### config.mk
export PLATFORM = sky130hd
export DESIGN_NAME = refresh_holdoff
export DESIGN_NICKNAME = d
export VERILOG_FILES = /design/src/rtl/refinh_pkg.sv /design/src/rtl/refinh_sync.sv /design/src/rtl/refinh_wait_latch.sv /design/src/rtl/refinh_oneshot.sv /design/src/rtl/refresh_holdoff.sv
export SDC_FILE = /design/constraint.sdc
export NUM_CORES = 1
export LEC_CHECK = 0
export BUFFER_PORTS_ARGS = -buffer_cell sky130_fd_sc_hd__buf_4
export CAP_MARGIN = 20
export CORE_MARGIN = 2
export CORE_UTILIZATION = 50
export DETAILED_ROUTE_END_ITERATION = 12
export GPL_TIMING_DRIVEN = 0
export PLACE_DENSITY = 0.72
export SKIP_CTS_REPAIR_TIMING = 1
export SYNTH_ARGS = -nofsm -noshare
export SYNTH_HDL_FRONTEND = slang
export SYNTH_SLANG_ARGS = --single-unit
export TNS_END_PERCENT = 30
### constraint.sdc
create_clock -name clk -period 1.7 [get_ports clk]
set_input_delay 0.085 -clock clk [delete_from_list [all_inputs] [get_ports clk]]
set_output_delay 0.085 -clock clk [all_outputs]
set_load 0.01 [all_outputs]
### src/rtl/refinh_pkg.sv
`timescale 1ns/1ps
package refinh_pkg;

   // Which transition of a synchronized input raises the event strobe
   typedef enum logic [1:0] {
      EDGE_RISE = 2'd0,
      EDGE_FALL = 2'd1,
      EDGE_ANY  = 2'd2
   } edge_sel_e;

   localparam int unsigned MIN_SYNC_STAGES = 2;

endpackage

### src/rtl/refinh_sync.sv
`timescale 1ns/1ps
module refinh_sync #(
   parameter int unsigned          STAGES = 2,
   parameter refinh_pkg::edge_sel_e EDGE  = refinh_pkg::EDGE_RISE
) (
   input  logic clk,
   input  logic rst_n,
   input  logic din,
   output logic evt
);

   localparam int unsigned LAST = STAGES - 1;

   if (STAGES < refinh_pkg::MIN_SYNC_STAGES) begin : g_bad_stages
      $error("refinh_sync: STAGES must be at least 2");
   end

   logic [STAGES-1:0] chain;
   logic              prev;

   // Shift register: chain[0] may go metastable, chain[LAST] is clean
   always_ff @(posedge clk or negedge rst_n) begin
      if (!rst_n) begin
         chain <= '0;
         prev  <= 1'b0;
      end else begin
         chain <= {chain[STAGES-2:0], din};
         prev  <= chain[LAST];
      end
   end

   if (EDGE == refinh_pkg::EDGE_RISE) begin : g_rise
      assign evt = chain[LAST] & ~prev;
   end else if (EDGE == refinh_pkg::EDGE_FALL) begin : g_fall
      assign evt = ~chain[LAST] & prev;
   end else begin : g_any
      assign evt = chain[LAST] ^ prev;
   end

endmodule

### src/rtl/refinh_wait_latch.sv
`timescale 1ns/1ps
module refinh_wait_latch (
   input  logic clk,
   input  logic rst_n,
   input  logic clr,
   input  logic set_evt,
   input  logic cyc_start,
   output logic held
);

   // Priority: explicit clear, then a new ready edge, then cycle start
   always_ff @(posedge clk or negedge rst_n) begin
      if (!rst_n)
         held <= 1'b0;
      else if (clr)
         held <= 1'b0;
      else if (set_evt)
         held <= 1'b1;
      else if (cyc_start)
         held <= 1'b0;
   end

   a_r5_clear_wins: assert property (@(posedge clk) disable iff (!rst_n)
      clr |=> !held);

   a_r2_ready_sets: assert property (@(posedge clk) disable iff (!rst_n)
      (set_evt && !clr) |=> held);

   a_r4_cycle_ends_wait: assert property (@(posedge clk) disable iff (!rst_n)
      (held && cyc_start && !set_evt && !clr) |=> !held);

endmodule

### src/rtl/refinh_oneshot.sv
`timescale 1ns/1ps
module refinh_oneshot #(
   parameter int unsigned HOLD  = 750,
   parameter int unsigned CNT_W = $clog2(HOLD + 1)
) (
   input  logic clk,
   input  logic rst_n,
   input  logic fire,
   output logic active
);

   if (HOLD < 1) begin : g_bad_hold
      $error("refinh_oneshot: HOLD must be at least 1");
   end
   if (HOLD >= (64'd1 << CNT_W)) begin : g_bad_width
      $error("refinh_oneshot: CNT_W too narrow for HOLD");
   end

   localparam logic [CNT_W-1:0] LOAD = CNT_W'(HOLD);
   localparam logic [CNT_W-1:0] ONE  = CNT_W'(1);

   logic [CNT_W-1:0] cnt;

   // Retriggerable: any fire reloads the full period
   always_ff @(posedge clk or negedge rst_n) begin
      if (!rst_n)
         cnt <= '0;
      else if (fire)
         cnt <= LOAD;
      else if (cnt != '0)
         cnt <= cnt - ONE;
   end

   assign active = (cnt != '0);

   a_r9_reload: assert property (@(posedge clk) disable iff (!rst_n)
      fire |=> (cnt == LOAD));

   a_r6_countdown: assert property (@(posedge clk) disable iff (!rst_n)
      (cnt != '0 && !fire) |=> (cnt == $past(cnt) - ONE));

   a_r6_stays_idle: assert property (@(posedge clk) disable iff (!rst_n)
      (cnt == '0 && !fire) |=> !active);

endmodule

### src/rtl/refresh_holdoff.sv
`timescale 1ns/1ps
module refresh_holdoff #(
   parameter int unsigned SYNC_STAGES = 2,
   parameter int unsigned HOLD_CYCLES = 750,
   parameter int unsigned CNT_W       = $clog2(HOLD_CYCLES + 1)
) (
   input  logic clk,
   input  logic rst_n,
   input  logic wait_clr,
   input  logic rdy_main,
   input  logic rdy_aux,
   input  logic halt_ack,
   input  logic poc,
   input  logic panel_rst,
   input  logic panel_rst_en,
   input  logic cycle_start,
   output logic refresh_inhibit
);

   localparam int unsigned N_RDY  = 2;
   localparam int unsigned N_EXIT = 3;
   localparam int unsigned IX_HALT  = 0;
   localparam int unsigned IX_POC   = 1;
   localparam int unsigned IX_PANEL = 2;

   logic [N_RDY-1:0]  rdy_raw, rdy_evt;
   logic [N_EXIT-1:0] exit_raw, exit_evt;
   logic              wait_held, timer_active, fire, any_evt;

   assign rdy_raw  = {rdy_aux, rdy_main};
   assign exit_raw = {panel_rst, poc, halt_ack};

   // Leading edges of the ready lines
   for (genvar gi = 0; gi < N_RDY; gi++) begin : g_rdy
      refinh_sync #(
         .STAGES (SYNC_STAGES),
         .EDGE   (refinh_pkg::EDGE_RISE)
      ) u_sync (
         .clk   (clk),
         .rst_n (rst_n),
         .din   (rdy_raw[gi]),
         .evt   (rdy_evt[gi])
      );
   end

   // Trailing edges of halt, power-on clear and panel reset
   for (genvar gj = 0; gj < N_EXIT; gj++) begin : g_exit
      refinh_sync #(
         .STAGES (SYNC_STAGES),
         .EDGE   (refinh_pkg::EDGE_FALL)
      ) u_sync (
         .clk   (clk),
         .rst_n (rst_n),
         .din   (exit_raw[gj]),
         .evt   (exit_evt[gj])
      );
   end

   refinh_wait_latch u_wait (
      .clk       (clk),
      .rst_n     (rst_n),
      .clr       (wait_clr),
      .set_evt   (|rdy_evt),
      .cyc_start (cycle_start),
      .held      (wait_held)
   );

   assign fire = exit_evt[IX_HALT] | exit_evt[IX_POC]
               | (exit_evt[IX_PANEL] & panel_rst_en);

   refinh_oneshot #(
      .HOLD  (HOLD_CYCLES),
      .CNT_W (CNT_W)
   ) u_timer (
      .clk    (clk),
      .rst_n  (rst_n),
      .fire   (fire),
      .active (timer_active)
   );

   assign refresh_inhibit = wait_held | timer_active;

   assign any_evt = (|rdy_evt) | (|exit_evt);

   a_r10_no_spurious_rise: assert property (@(posedge clk) disable iff (!rst_n)
      $rose(refresh_inhibit) |-> $past(any_evt));

   a_r8_strap_blocks_panel: assert property (@(posedge clk) disable iff (!rst_n)
      (exit_evt[IX_PANEL] && !panel_rst_en && !exit_evt[IX_HALT]
       && !exit_evt[IX_POC] && !timer_active) |=> !timer_active);

endmodule

==> results of run 1 <==
==> cell usage after synthesis (2+ instances only) <==
cell	instances	area share (%)
a21boi_0	2	1.4
dfrtp_1	26	62
inv_1	7	2.5
mux2i_1	2	1.9
nand2b_1	3	1.8
nand4_1	4	2.4
nor2b_1	2	1.2
nor3_1	4	1.9
o211ai_1	3	2.1
o21ai_0	3	1.4
o31ai_1	4	2.8
or4_1	3	2.1
==> how the worst max path moves through the flow <==
stage	slack (ns)	endpoint	start
after floorplan	-0.06	u_timer.cnt[1]	u_timer.cnt[0]
after global placement	-0.18	u_timer.cnt[1]	u_timer.cnt[0]
after detailed placement	-0.19	u_timer.cnt[1]	u_timer.cnt[0]
after CTS	-0.43	refresh_inhibit	u_timer.cnt[0]
after global routing	-0.45	refresh_inhibit	u_timer.cnt[0]
final	-0.37	refresh_inhibit	u_timer.cnt[0]
==> registers in the layout (all words and copies together) (netlist names) <==
| name | flops |
|---|---|
| g_rdy.u_sync.prev | 2 |
| g_exit.u_sync.chain | 6 |
| g_exit.u_sync.prev | 3 |
| u_wait.held | 1 |
| g_rdy.u_sync.chain | 4 |
| u_timer.cnt | 10 |
==> per-layer routing <==
| layer | vias to the layer above | share of wire [%] | track usage (%) |
|---|---|---|---|
| li1 | 383 | - | - |
| met1 | 421 | 40 | 17.4 |
| met2 | 23 | 55 | 32.7 |
| met3 | 4 | 3.7 | 3.64 |
| met4 | 0 | 1.8 | 5.56 |
| met5 | - | 0 | 0 |
==> critical path, delay by kind of cell, from the launching register on <==
kind | cells | cell delay (ns)
AND/OR/NAND/NOR | 3 | 0.85
flip-flops | 1 | 0.44
buffers and inverters | 2 | 0.24
adder cells (fa/ha/maj) | 1 | 0.15
==> metrics by stage <==
step,util [%],hold slack (ns),area (µm²)
floorplan,-,-0.211,1070
global placement,59.3,0.00687,1170
detailed placement,59.3,0.00692,1170
CTS,61.1,-0.344,1210
global route,68.2,0.139,1350
finish,68.2,0.120,1350
==> cell families after synthesis <==
group / after synthesis / synth area share [%]
compound gates: 16 / 11.3
fa+ha+maj: 1 / 1.18
buf+inv: 9 / 3.32
flops: 26 / 61.6
mux: 3 / 2.96
simple gates: 30 / 19.7
==> layout make-up <==
| cell class | count | area, µm² |
|---|---|---|
| Multi-Input combinational cell | 50 | 407 |
| Fill cell | 141 | 629 |
| Clock buffer | 4 | 36.3 |
| Timing Repair Buffer | 23 | 190 |
| Tap cell | 27 | 33.8 |
| Sequential cell | 26 | 651 |
| Inverter | 7 | 26.3 |
| Buffer | 2 | 8.76 |
==> power by group through the flow <==
stage	registers (mW)	logic, mW	clock network (mW)
2_1_floorplan	0.680	0.0607	0
3_3_place_gp	0.685	0.0977	0
3_5_place_dp	0.687	0.102	0
4_1_cts	0.675	0.102	0.307
5_1_grt	0.683	0.155	0.339
6_report	0.678	0.137	0.299
==> flow_summary.ini, run 1 <==
[yosys]
syn_nets = 96
yosysUniqueCellTypes = 34
netlist_area_mm2 = 0.00106
synth-edff-count = 0
synth-seq-cells = 26
postSynthCellCount = 85
yosysWarnings = 0
seq_area_frac_synth_pct = 61.6
syn_avg_cell_area_um2 = 12.4
synth_async_sr_flop_share_pct = 100
synth_flop_cell = dfrtp_1

[drt]
route.detailed.drc = 0
routedWlPerCell_um = 14.8
routed_wl_mm = 2.06
num_vias = 831
via_per_inst = 5.98
firstDrtPassIters = 4
ant_nets = 0
first_iter_violations = 25

[worst_hold_path]
min_delay_path_depth = 4
worstHoldPathType = in2reg
holdPathEnd = u_wait.held
hp-start = cycle_start

[sta]
rsz0062_at_grt = true
period_needed_ns = 2.07
hold_violations = 0
finalCritPeriodShare_pct = 122
fmax_mhz = 483
finClkSkew_ns = 0.00281
slew_headroom_pct = 54.1
setup_ws_ns = -0.371
finalSetupTns_ns = -1.05
setup_viol = 7
worst_pin_slew_ns = 0.684
finalMaxSlewViolations = 0

[flow_run]
maxCapViolations = 0

[finish]
final_cell_mix = 26 x dfrtp_1, 16 x buf_4, 7 x dlygate4sd3_1
layout_commonest_cell = dfrtp_1
drive_above_1_share_pct = 27.7
num_antenna_cells = 0
layout.cells.non_filler = 139
nNetsFinal = 124
syn_to_final_growth_pct = 28.1

[setup_path]
crit_slowest_cell = or4b_4
reg2reg_depth = 6
arrival_ns = 1.99
cp.required_ns = 1.62
path_cells = inv_2 -> ha_4 -> or4b_4 -> nor3_4 -> nand2b_1 -> buf_4
end_kind = primary output
crit_fanout = 5
timing.rr.end = u_timer.cnt[1]
max_stage_delay_ns = 0.48
r2r-start = u_timer.cnt[0]
critPathKind = reg2out
start_kind = flip-flop
rrSetupSlack_ns = -0.29

[pwr]
seqPwrFrac_pct = 60.8
switchingPower_mw = 0.258
combPwrFrac_pct = 12.3
p_int_mw = 0.856
max-vdd-ir-drop_mv = 0.664
total_power_mw = 1.11
power_per_cell_area_mw_per_mm2 = 824
p_leak_nw = 0.566
clockPowerShare_pct = 26.8
switching_share_pct = 23.2

[placed_design]
dpl_worst_slack_ns = -0.192
io_buffer_count = 10
dpl.cell_count = 122
place_hpwl_mm = 1.32
gp_congestion = 0.832

[cts]
clk_pin_slew_worst_paths_ns = 0.13
insertion_delay_ns = 0.31
cts_tree = done
cts-root-buf = clkbuf_4
cts_sinks = 26
htreeDepth = 1
cts-buffers-inserted = 3
cts_buffer_depth = 2

[die]
start_util_pct = 53.3
die_w_um = 50.0
num_rows = 16
io_pins = 11
core_mm2 = 0.00198
die_y_um = 50.0
dieArea_mm2 = 0.00250

[outcome]
status = finished, violations left
violations = negative setup slack

[grt]
antenna_found_initial = 0
grt_max_degree = 27
grt_use_total_pct = 16.8
grt_overflow = 0
grt_pass1_vias = 755
grt_pass1_wl_mm = 3.09
Note: power is estimated with default switching activity, not from simulation.
==> inputs of run 2 (changes only) <==
--- a/config.mk
+++ b/config.mk
@@ -7,11 +7,11 @@
 export LEC_CHECK = 0
 export BUFFER_PORTS_ARGS = -buffer_cell sky130_fd_sc_hd__buf_4
 export CAP_MARGIN = 20
+export CORE_ASPECT_RATIO = 1.5
 export CORE_MARGIN = 2
-export CORE_UTILIZATION = 50
+export CORE_UTILIZATION = 33
 export DETAILED_ROUTE_END_ITERATION = 12
 export GPL_TIMING_DRIVEN = 0
-export PLACE_DENSITY = 0.72
 export SKIP_CTS_REPAIR_TIMING = 1
 export SYNTH_ARGS = -nofsm -noshare
 export SYNTH_HDL_FRONTEND = slang
==> run 2 against run 1 <==
  * The flow still finishes with violations (negative setup slack)
  * Worst hold slack gained 0.077 ns
  * Die area is 47% higher
  * Non-clock buffer count is 2 higher
  * Power rose by 3.7%
  * Wire length decreased by 4.2%
  * Worst setup slack better by 0.087 ns
  * Final cell count rose by 10%
  * Clock power up 12%
  * Maximum frequency is 4.4% higher
  * Utilization down 23 points
  * Via count is 3.4% lower
  * Highest routed layer unchanged
==> flow_summary.ini, run 2 (synthesis gave the netlist of run 1 again) <==
[finish]
layout.cells.non_filler = 153
largest_register_ffs = 10
top_register = u_timer.cnt
num_antenna_cells = 0
drive_above_1_share_pct = 29.2
layout_commonest_cell = dfrtp_1
syn_to_final_growth_pct = 32.1
final_core_util_pct = 45.1
reg_top3 = u_timer.cnt: 10 flops, g_exit.u_sync.chain: 6 flops, g_rdy.u_sync.chain: 4 flops
multiInputGateArea_um2 = 408
seqCellArea_um2 = 652
nNetsFinal = 126
final_cell_mix = 25 x dfrtp_1, 17 x buf_4, 7 x dlygate4sd3_1
fillers = 289

[die]
die_w_um = 50.2
start_util_pct = 34.1
dieArea_mm2 = 0.00368
core_mm2 = 0.00310
io_pins = 11
die_y_um = 73.3
num_rows = 25

[placed_design]
place_hpwl_mm = 1.33
gp_congestion = 0.762
dpl.cell_count = 135
io_buffer_count = 10

[outcome]
violations = negative setup slack
status = finished, violations left

[setup_path]
arrival_ns = 1.90
critPathKind = reg2out
crit_fanout = 5
cp.required_ns = 1.62
start_kind = flip-flop
end_kind = primary output

[cts]
cts_sinks = 26
clk_pin_slew_worst_paths_ns = 0.08
cts-buffers-inserted = 3
insertion_delay_ns = 0.27
htreeDepth = 1
cts-root-buf = clkbuf_8
cts_tree = done
cts_buffer_depth = 2

[grt]
grt_max_degree = 27
grt_pass1_vias = 793
grt_pass1_wl_mm = 3.35
grt_overflow = 0
grt_use_total_pct = 11.6
antenna_found_initial = 0

[pwr]
max-vdd-ir-drop_mv = 0.642
p_leak_nw = 0.578
power_per_cell_area_mw_per_mm2 = 828

[sta]
finalMaxSlewViolations = 0
setup_ws_ns = -0.284
finClkSkew_ns = 0.00984
hold_violations = 0
slew_headroom_pct = 54.4
finalCritPeriodShare_pct = 117
setup_viol = 6
worst_pin_slew_ns = 0.678
rsz0062_at_grt = true
period_needed_ns = 1.98
fmax_mhz = 504

[drt]
ant_nets = 0
first_iter_violations = 24
num_vias = 803
routedWlPerCell_um = 12.9
route.detailed.drc = 0
routed_wl_mm = 1.97
firstDrtPassIters = 4
via_per_inst = 5.25

[worst_hold_path]
worstHoldPathType = in2reg

[flow_run]
maxCapViolations = 0
run 2: critical path: stages (launching register included):
cell      delay, ns
dfrtp_1        0.42
inv_2          0.10
ha_4           0.14
or4b_4         0.48
nor3_4         0.27
nand2b_1       0.10
buf_6          0.13
run 2: final cells by class:
type                    instances  share of cell area (%)
flip-flops and latches         26                    46.7
multi-input cells              50                    29.2
repair buffers                 25                    15.0
well taps                      40                    3.59
clock buffers                   3                    2.96
inverters                       7                    1.88
plain buffers                   2                   0.628
run 2: per-stage QoR:
step	setup slack, ns	setup TNS [ns]	hold WS, ns	power [mW]	cell area [µm²]
final	-0.284	-0.829	0.197	1.15	1400
after global routing	-0.377	-1.40	0.220	1.21	1400
after CTS	-0.381	-0.881	-0.280	1.12	1230
after global placement	-0.191	-0.355	0.00809	0.784	1190
after floorplan	-0.0595	-0.0595	-0.211	0.741	1070
after detailed placement	-0.203	-0.475	0.0112	0.789	1190
run 2: final timing paths:
path / from / endpoint / slack (ns) / cells after the start
worst min-delay path: cycle_start / u_wait.held / 0.20 / 4
worst min register to register: g_exit[1].u_sync.chain[0] / g_exit[1].u_sync.chain[1] / 0.35 / 0
min in group asynchronous: rst_n / u_timer.cnt[7] / 0.25 / 2
max in group asynchronous: rst_n / u_timer.cnt[3] / 1.17 / 2
worst max-delay path: u_timer.cnt[0] / refresh_inhibit / -0.28 / 6
worst max register to register: u_timer.cnt[0] / u_timer.cnt[1] / -0.27 / 6
run 2: power by group:
group          switching [mW]  internal, mW
Sequential             0.0264         0.651
Clock                   0.178         0.158
Combinational          0.0618        0.0790
Total                   0.266         0.889
run 2: per-layer routing:
metal  GRT usage [%]  vias up  share of wire, %
li1                -      378                 -
met1            13.1      405                41
met5               0        -                 0
met4            5.25        0               1.7
met2            21.1       14                55
met3            2.03        6               1.9
